## src/rtl/fep_pkg.sv

```systemverilog
package fep_pkg;

    typedef enum logic [1:0] {
        PS_HUNT = 2'd0,
        PS_ADDR = 2'd1,
        PS_FLAG = 2'd2,
        PS_DATA = 2'd3
    } fep_state_e;

endpackage

```

## src/rtl/fep_slicer.sv

```systemverilog
// Input register stage: captures the sample and its digital level.
module fep_slicer #(
    parameter int DW     = 12,
    parameter bit INVERT = 1'b1
) (
    input  logic          clk,
    input  logic          rst,
    input  logic [DW-1:0] sample_i,
    input  logic [DW-1:0] thresh_i,
    output logic [DW-1:0] s_data_o,
    output logic          s_bit_o
);

    logic lvl;

    generate
        if (INVERT) begin : g_inv
            // Digital high sits low on the analog scale.
            assign lvl = (sample_i < thresh_i);
        end else begin : g_dir
            assign lvl = (sample_i > thresh_i);
        end
    endgenerate

    always_ff @(posedge clk) begin
        if (rst) begin
            s_data_o <= '0;
            s_bit_o  <= 1'b0;
        end else begin
            s_data_o <= sample_i;
            s_bit_o  <= lvl;
        end
    end

endmodule

```

## src/rtl/fep_ctrl.sv

```systemverilog
// Frame control FSM: header search, address, error slot, payload.
module fep_ctrl
    import fep_pkg::*;
#(
    parameter int HDR_LEN = 3,
    parameter int AW      = 8
) (
    input  logic       clk,
    input  logic       rst,
    input  logic       bit_i,
    input  logic       chan_last_i,
    output fep_state_e state_o
);

    localparam int RW = (HDR_LEN > 1) ? $clog2(HDR_LEN) : 1;
    localparam int AB = (AW > 1) ? $clog2(AW) : 1;
    localparam logic [RW-1:0] RUN_LAST  = RW'(HDR_LEN - 1);
    localparam logic [AB-1:0] ADDR_LAST = AB'(AW - 1);

    fep_state_e state_q, state_d;
    logic [RW-1:0] run_q;
    logic [AB-1:0] acnt_q;

    // Next-state logic
    always_comb begin
        state_d = state_q;
        unique case (state_q)
            PS_HUNT: if (bit_i && run_q == RUN_LAST) state_d = PS_ADDR;
            PS_ADDR: if (acnt_q == ADDR_LAST)         state_d = PS_FLAG;
            PS_FLAG:                                  state_d = PS_DATA;
            PS_DATA: if (chan_last_i)                 state_d = PS_HUNT;
            default:                                  state_d = PS_HUNT;
        endcase
    end

    // State register
    always_ff @(posedge clk) begin
        if (rst) state_q <= PS_HUNT;
        else     state_q <= state_d;
    end

    // Header run length and address bit position
    always_ff @(posedge clk) begin
        if (rst) begin
            run_q  <= '0;
            acnt_q <= '0;
        end else begin
            if (state_q != PS_HUNT || !bit_i || run_q == RUN_LAST)
                run_q <= '0;
            else
                run_q <= run_q + 1'b1;

            if (state_q != PS_ADDR || acnt_q == ADDR_LAST)
                acnt_q <= '0;
            else
                acnt_q <= acnt_q + 1'b1;
        end
    end

    assign state_o = state_q;

endmodule

```

## src/rtl/fep_chan_counter.sv

```systemverilog
// Payload channel counter, wraps to zero after the last channel.
module fep_chan_counter #(
    parameter int NCH = 128,
    parameter int CW  = $clog2(NCH)
) (
    input  logic          clk,
    input  logic          rst,
    input  logic          inc_i,
    output logic [CW-1:0] cnt_o,
    output logic          last_o
);

    localparam logic [CW-1:0] CNT_LAST = CW'(NCH - 1);

    assign last_o = inc_i && (cnt_o == CNT_LAST);

    always_ff @(posedge clk) begin
        if (rst)         cnt_o <= '0;
        else if (last_o) cnt_o <= '0;
        else if (inc_i)  cnt_o <= cnt_o + 1'b1;
    end

endmodule

```

## src/rtl/fep_data_reg.sv

```systemverilog
// Output registers: address shifter, frame fields, payload data.
module fep_data_reg
    import fep_pkg::*;
#(
    parameter int DW = 12,
    parameter int AW = 8,
    parameter int CW = 7
) (
    input  logic          clk,
    input  logic          rst,
    input  logic [DW-1:0] s_data_i,
    input  logic          s_bit_i,
    input  fep_state_e    state_i,
    input  logic [CW-1:0] cnt_i,
    output logic [DW-1:0] data_o,
    output logic          valid_o,
    output logic [CW-1:0] chan_o,
    output logic [AW-1:0] addr_o,
    output logic          err_o
);

    logic [AW-1:0] addr_sr;

    always_ff @(posedge clk) begin
        if (rst) begin
            addr_sr <= '0;
            addr_o  <= '0;
            err_o   <= 1'b0;
            data_o  <= '0;
            chan_o  <= '0;
            valid_o <= 1'b0;
        end else begin
            valid_o <= 1'b0;
            unique case (state_i)
                PS_ADDR: addr_sr <= {addr_sr[AW-2:0], s_bit_i};
                PS_FLAG: begin
                    addr_o <= addr_sr;
                    err_o  <= s_bit_i;
                end
                PS_DATA: begin
                    data_o  <= s_data_i;
                    chan_o  <= cnt_i;
                    valid_o <= 1'b1;
                end
                default: ;
            endcase
        end
    end

endmodule

```

## src/rtl/fe_frame_parser.sv

```systemverilog
module fe_frame_parser
    import fep_pkg::*;
#(
    parameter int DW      = 12,
    parameter int AW      = 8,
    parameter int NCH     = 128,
    parameter int HDR_LEN = 3,
    parameter bit INVERT  = 1'b1
) (
    input  logic                   clk,
    input  logic                   rst,
    input  logic [DW-1:0]          sample_i,
    input  logic [DW-1:0]          thresh_i,
    output logic [DW-1:0]          data_o,
    output logic                   valid_o,
    output logic [$clog2(NCH)-1:0] chan_o,
    output logic [AW-1:0]          addr_o,
    output logic                   err_o
);

    localparam int CW = $clog2(NCH);

    logic [DW-1:0] s_data;
    logic          s_bit;
    fep_state_e    state;
    logic [CW-1:0] cnt;
    logic          cnt_last;
    logic          in_data;

    assign in_data = (state == PS_DATA);

    fep_slicer #(.DW(DW), .INVERT(INVERT)) u_slicer (
        .clk      (clk),
        .rst      (rst),
        .sample_i (sample_i),
        .thresh_i (thresh_i),
        .s_data_o (s_data),
        .s_bit_o  (s_bit)
    );

    fep_ctrl #(.HDR_LEN(HDR_LEN), .AW(AW)) u_ctrl (
        .clk         (clk),
        .rst         (rst),
        .bit_i       (s_bit),
        .chan_last_i (cnt_last),
        .state_o     (state)
    );

    fep_chan_counter #(.NCH(NCH), .CW(CW)) u_cnt (
        .clk    (clk),
        .rst    (rst),
        .inc_i  (in_data),
        .cnt_o  (cnt),
        .last_o (cnt_last)
    );

    fep_data_reg #(.DW(DW), .AW(AW), .CW(CW)) u_out (
        .clk      (clk),
        .rst      (rst),
        .s_data_i (s_data),
        .s_bit_i  (s_bit),
        .state_i  (state),
        .cnt_i    (cnt),
        .data_o   (data_o),
        .valid_o  (valid_o),
        .chan_o   (chan_o),
        .addr_o   (addr_o),
        .err_o    (err_o)
    );

endmodule

```

## config.mk

```make
export PLATFORM = sky130hd
export DESIGN_NAME = fe_frame_parser
export DESIGN_NICKNAME = d
export VERILOG_FILES = /design/src/rtl/fep_pkg.sv /design/src/rtl/fep_slicer.sv /design/src/rtl/fep_ctrl.sv /design/src/rtl/fep_chan_counter.sv /design/src/rtl/fep_data_reg.sv /design/src/rtl/fe_frame_parser.sv
export SDC_FILE = /design/constraint.sdc
export NUM_CORES = 1
export LEC_CHECK = 0
export ABC_AREA = 1
export ABC_CLOCK_PERIOD_IN_PS = 2100
export BUFFER_PORTS_ARGS = -buffer_cell sky130_fd_sc_hd__buf_2
export CAP_MARGIN = 20
export CORE_UTILIZATION = 45
export DETAILED_ROUTE_END_ITERATION = 8
export PLACE_DENSITY = 0.67
export SETUP_SLACK_MARGIN = 0.02
export SYNTH_ARGS = -nofsm -noshare
export SYNTH_HDL_FRONTEND = slang
export SYNTH_HIERARCHICAL = 1
export SYNTH_SLANG_ARGS = --single-unit
```

## constraint.sdc

```tcl
create_clock -name clk -period 2.1 [get_ports clk]
set_clock_uncertainty 0.15 [all_clocks]
set_input_delay 0.42 -clock clk [delete_from_list [all_inputs] [get_ports clk]]
set_output_delay 0.42 -clock clk [all_outputs]
set_load 0.01 [all_outputs]
```

==> flow_metrics.tcl, run 1 <==
set metrics [dict create \
    clockBufferDepth 2 \
    rsz0062_at_grt "false" \
    syn2layout_area_growth_pct 20.79 \
    ir_drop_uv 627.7 \
    multiInputGateArea_sq_um 1224 \
    rr_worst_depth 12 \
    r2r_end "u_ctrl/state_o[0]" \
    post-route-min-period_ns 1.685 \
    cp-end-kind "flop" \
    grt_pass1_wl_mm 8.728 \
    power.density_nw_per_um2 1144 \
    wl_mm 5.206 \
    relSlewSlack 0.5245 \
    num_io_pins 55 \
    cts_resized 0 \
    clockRootBuffer "clkbuf_8" \
    finalHoldViolCount 0 \
    cp_data_arrival_time_ns 1.81 \
    setup_ws_ns 0.4146 \
    path_class "reg2reg" \
    max_freq_ghz 0.5933 \
    required_ns 2.22 \
    setup_viol 0 \
    syn_nets 421 \
    regToRegSetupSlack_ns 0.41 \
    start_util 0.4712 \
    yosys.area.top_type "dfxtp_1" \
    outcome "finished, final reports clean" \
    hold_start "sample_i[1]" \
    dieArea_sq_um 6593 \
    rows 28 \
    clock_latency_ns 0.33 \
    ctsHoldBuffers 0 \
    vias 2374 \
    worst_hold_path_type "in2reg" \
    synth_top_area_share 0.4539 \
    critPathMaxFanout 7 \
    nFillCells 563 \
    dp_hpwl_mm 3.727 \
    seqCellArea_sq_um 1281 \
    drv_cap 0 \
    port_buffers 54 \
    globalRouteTotalUtil 0.1761 \
    dp_slack_ns 0.4124 \
    ys_top_cells_by_area "dfxtp_1 (45%), nand2_1 (9.4%), ha_1 (8.9%)" \
    yosysSeqAreaShare 0.4539 \
    post_cts.repair.setup_buffers 0 \
    drt-pass1-iter-count 5 \
    cp_slowest_stage_delay_ns 0.45 \
    r2r-start "u_ctrl/state_o[1]" \
    drc 0 \
    hold_depth 3 \
    antennaDiodeCount 0 \
    synth_area_sq_um 2823 \
    slew_violations 0 \
    fin_tns_setup_ns 0 \
    grt_pass1_vias 2086 \
    ant_nets 0 \
    fp.dieW_um 81.20 \
    drtIter0Drc 104 \
    cts-buffers-inserted 9 \
    nNetsFinal 479 \
    hold_ws_ns 0.1588 \
    crit_top_cell "inv_1" \
    leakage_uw 0.001671 \
    htreeDepth 3 \
    tightest_slew_ns 0.7115 \
    core-area_sq_um 5991 \
    postSynthAreaPerCell_sq_um 7.527 \
    path_clk_slew_ns 0.07 \
    cts_tree "yes" \
    cts_num_sinks 64 \
    slowest_stage "dfxtp_1" \
    synth-seq-cells 64 \
    finalCritPeriodShare 0.8026 \
    ys_types 23 \
    wl_per_cell_um 10.15 \
    yosysWarnings 6 \
    syn_inst 375 \
    overflow 0 \
    drive_above_1_share 0.2123 \
    antenna_found_initial 0 \
    fp.dieH_um 81.20 \
    crit_chain "nand2_1 > inv_1 > nand3_1 > inv_2 > nand3_2 > inv_1 > inv_1 > nand2_2 > nand3_2 > nand2_1 > inv_1 > nor2_1" \
    startpoint_type "flop" \
    gp_congestion 0.7632 \
    hold_path_end "u_slicer/s_data_o[1]" \
    vias_per_cell 4.628 \
    grt_max_degree 25 \
]
## logic make-up (layout without fill, tap and decap cells)
kind of cell / Yosys count / count (layout) / synth area share
fa+ha+maj: 20 / 20 / 0.08865
xor+xnor: 2 / 2 / 0.006207
compound gates: 28 / 28 / 0.05186
buf+inv: 71 / 134 / 0.1126
simple gates: 190 / 190 / 0.2868
flops: 64 / 64 / 0.4539
## state kept, by name (all words and copies together), names as in the netlist
signal             flops
u_out/chan_o           7
u_slicer/s_data_o     12
u_ctrl/acnt_q          3
u_out/addr_o           8
u_out/data_o          12
u_cnt/cnt_o            7
u_ctrl/state_o         2
u_out/valid_o          1
u_out/addr_sr          8
u_ctrl/run_q           2
u_out/err_o            1
u_slicer/s_bit_o       1
## metal layers
metal / routed length (um) / vias up / track usage
li1: - / 1271 / -
met1: 2509 / 1038 / 0.2072
met2: 2388 / 61 / 0.2899
met3: 242 / 4 / 0.05393
met4: 65 / 0 / 0.08571
met5: 0 / - / 0
## worst max path at each step
stage                                    to               from  slack [ns]  cells after the start
after detailed placement   u_out/addr_sr[4]                rst        0.41                      4
final                     u_ctrl/state_o[0]  u_ctrl/state_o[1]        0.41                     12
after floorplan           u_ctrl/state_o[0]  u_ctrl/state_o[1]        0.58                     12
after global placement    u_ctrl/state_o[1]  u_ctrl/state_o[1]        0.44                      7
after global routing      u_ctrl/state_o[0]  u_ctrl/state_o[1]        0.24                     12
after CTS                 u_ctrl/state_o[0]  u_ctrl/state_o[1]        0.41                     12
## worst max-delay path, delay by kind of cell, from the launching register on
| kind | cells | cell delay, ns |
|---|---|---|
| flops | 1 | 0.45 |
| buf+inv | 5 | 0.40 |
| simple gates | 7 | 0.60 |
## cell usage after synthesis, drive strengths merged
cell type,number
o21bai,1
dfxtp,64
nor2,69
or2,1
nand2,75
clkinv,1
ha,20
bufinv,2
clkbuf,5
xor2,1
a21oi,27
buf,7
nand4,2
xnor2,1
inv,56
nand3,43
## layout make-up
class,instances,area share
clock buffer,11,0.04440
clock inverter,5,0.03009
inverter,59,0.07303
multi-input combinational,240,0.3589
sequential,64,0.3758
tap,75,0.02752
timing repair buffer,59,0.09028
## power breakdown
group,internal (uW),switching [uW],total [uW]
logic,446,694,1140
clock network,851,452,1300
registers,1370,83.0,1460
total,2670,1230,3900
## cells in the final DEF, fill, tap and decap left out, types with 2 or more instances in the layout
cell type,n
a21oi_1,26
buf_2,54
buf_4,5
bufinv_16,3
bufinv_8,2
clkbuf_8,11
dfxtp_1,64
ha_1,20
inv_1,51
inv_2,5
nand2_1,71
nand2_2,3
nand3_1,41
nand3_2,2
nand4_1,2
nor2_1,65
nor2_2,4
## metrics by stage
step	std cells	area, sq um	power [uW]	util
final	513	3410	3900	0.5691
after global placement	497	3156	2616	0.5267
after floorplan	375	2823	2379	-
after detailed placement	497	3156	2629	0.5267
after CTS	513	3410	3945	0.5691
after global routing	513	3410	4195	0.5691
Note: power is estimated with default switching activity, not from simulation.
==> inputs of run 2 (changes only) <==
Settings changed: ABC_CLOCK_PERIOD_IN_PS 2100 to 1500, PLACE_DENSITY 0.67 to 0.7.
Clock period 2.1 ns to 1.5 ns, I/O delays scaled along.
==> run 2 against run 1 <==
  * Setup slack worse by 0.31 ns
  * Combinational power is 55% higher
  * Total power is 39% higher
  * Utilization is 2.2 points higher
  * Routed wire length is 3.7% higher
  * Largest power group unchanged
  * Die area stayed put
  * Clock power is 23% higher
  * Register-to-register slack worse by 0.31 ns
==> flow_metrics.tcl, run 2 (synthesis gave the netlist of run 1 again) <==
set metrics [dict create \
    cts_tree "yes" \
    dp.cells 509 \
    slew_violations 0 \
    fin_cells 526 \
    finalCritPeriodShare 0.9285 \
    start_util 0.4712 \
    grt_pass1_wl_mm 8.866 \
    hold_ws_ns 0.02288 \
    rsz0062_at_grt "false" \
    grt_pass1_vias 2109 \
    p_seq_frac 0.379 \
    hold_depth 3 \
    overflow 0 \
    drive_above_1_share 0.2594 \
    r2r-start "u_cnt/cnt_o[0]" \
    rr_worst_depth 7 \
    core-area_sq_um 5991 \
    regToRegSetupSlack_ns 0.11 \
    ant_nets 0 \
    cts-buffers-inserted 9 \
    intPower_uw 3610 \
    final_common_cell "nand2_1" \
    startpoint_type "flop" \
    critPathMaxFanout 3 \
    dieArea_sq_um 6593 \
    hold_path_end "u_slicer/s_data_o[0]" \
    cts_num_sinks 64 \
    path_class "reg2reg" \
    port_buffers 54 \
    clockBufferDepth 2 \
    power_frac_comb 0.326 \
    fin_tns_setup_ns 0 \
    setup_viol 0 \
    vias_per_cell 4.622 \
    top_regs "u_out/data_o (12), u_slicer/s_data_o (12)" \
    fp.dieH_um 81.20 \
    max_freq_ghz 0.7180 \
    hold_start "sample_i[0]" \
    htreeDepth 3 \
    antennaDiodeCount 0 \
    cp_data_arrival_time_ns 1.52 \
    drt-pass1-iter-count 4 \
    cp-end-kind "flop" \
    wl_per_cell_um 10.26 \
    layout_common_cells "nand2_1 (69), nor2_1 (64), dfxtp_1 (60), buf_2 (54), inv_1 (49)" \
    clock_latency_ns 0.33 \
    ir_drop_uv 1175 \
    p_clk_frac 0.295 \
    finalHoldViolCount 0 \
    clockRootBuffer "clkbuf_8" \
    drtIter0Drc 123 \
    path_clk_slew_ns 0.07 \
    antenna_found_initial 0 \
    nNetsFinal 492 \
    nFillCells 558 \
    power.density_nw_per_um2 1532 \
    drc 0 \
    vias 2431 \
    ctsHoldBuffers 0 \
    gp_congestion 0.7574 \
    fp.dieW_um 81.20 \
    num_io_pins 55 \
    dp_hpwl_mm 3.861 \
    r2r_end "u_cnt/cnt_o[2]" \
    p_switching_uw 1812 \
    outcome "finished, final reports clean" \
    swShare 0.3341 \
    drv_cap 0 \
    rows 28 \
    worst_hold_path_type "in2reg" \
    globalRouteTotalUtil 0.1769 \
    p_total_uw 5422 \
    grt_max_degree 27 \
    tightest_slew_ns 0.4292 \
    leakage_uw 0.001716 \
    post-route-min-period_ns 1.393 \
    syn2layout_area_growth_pct 25.35 \
    relSlewSlack 0.7121 \
    required_ns 1.63 \
    wl_mm 5.398 \
]
-- run 2: worst max-delay path by stage --
stage	slack [ns]	from	depth (start not counted)	end
after CTS	0.02	u_cnt/cnt_o[0]	11	u_ctrl/state_o[0]
after global routing	0.00006	u_cnt/cnt_o[4]	10	u_ctrl/state_o[1]
final	0.11	u_cnt/cnt_o[0]	7	u_cnt/cnt_o[2]
after floorplan	0.05	u_ctrl/state_o[1]	12	u_ctrl/state_o[0]
after global placement	0.09	u_ctrl/state_o[1]	5	u_out/data_o[1]
after detailed placement	0.05	u_cnt/cnt_o[1]	11	u_ctrl/state_o[1]
-- run 2: per-layer routing --
| layer | wire [um] | track usage |
|---|---|---|
| met2 | 2520 | 0.2849 |
| met3 | 241 | 0.06629 |
| met4 | 53 | 0.08214 |
| met5 | 0 | 0 |
| met1 | 2582 | 0.2074 |
-- run 2: power by group through the flow --
stage	Sequential [uW]	Combinational, uW	Clock, uW
6_report	2050	1770	1600
5_1_grt	2080	2000	1720
4_1_cts	2040	1740	1640
3_5_place_dp	2080	1740	0
3_3_place_gp	2070	1710	0
2_1_floorplan	2130	1210	0
-- run 2: what timing repair did --
item,CTS,global route
cloned,0,0
resized for setup,2,12
pin swaps,0,3
buffers inserted,0,1
endpoints found under the setup margin,1,23
-- run 2: layout make-up --
class	instances	area (sq um)	share of cell area
inverters	59	249.0	0.07037
flip-flops and latches	64	1289	0.3642
clock buffers	9	123.9	0.03501
multi-input cells	240	1269	0.3586
well taps	75	93.84	0.02652
repair buffers	72	417.9	0.1181
clock inverters	7	96.34	0.02723
-- run 2: metrics by stage --
stage / instance area (sq um) / utilization / setup slack (ns)
after floorplan: 2825 / - / 0.04654
after global placement: 3261 / 0.5443 / 0.09247
after detailed placement: 3261 / 0.5443 / 0.04760
after CTS: 3485 / 0.5817 / 0.02189
after global routing: 3538 / 0.5906 / 0.00006473
final: 3538 / 0.5906 / 0.1073
-- run 2: worst max-delay path: stages (launching register included) --
cell and delay [ns]:
dfxtp_2 0.34, ha_4 0.17, nand3_4 0.07, inv_2 0.05, buf_4 0.12, buf_4 0.13, or2_0 0.21, nor2_1 0.09
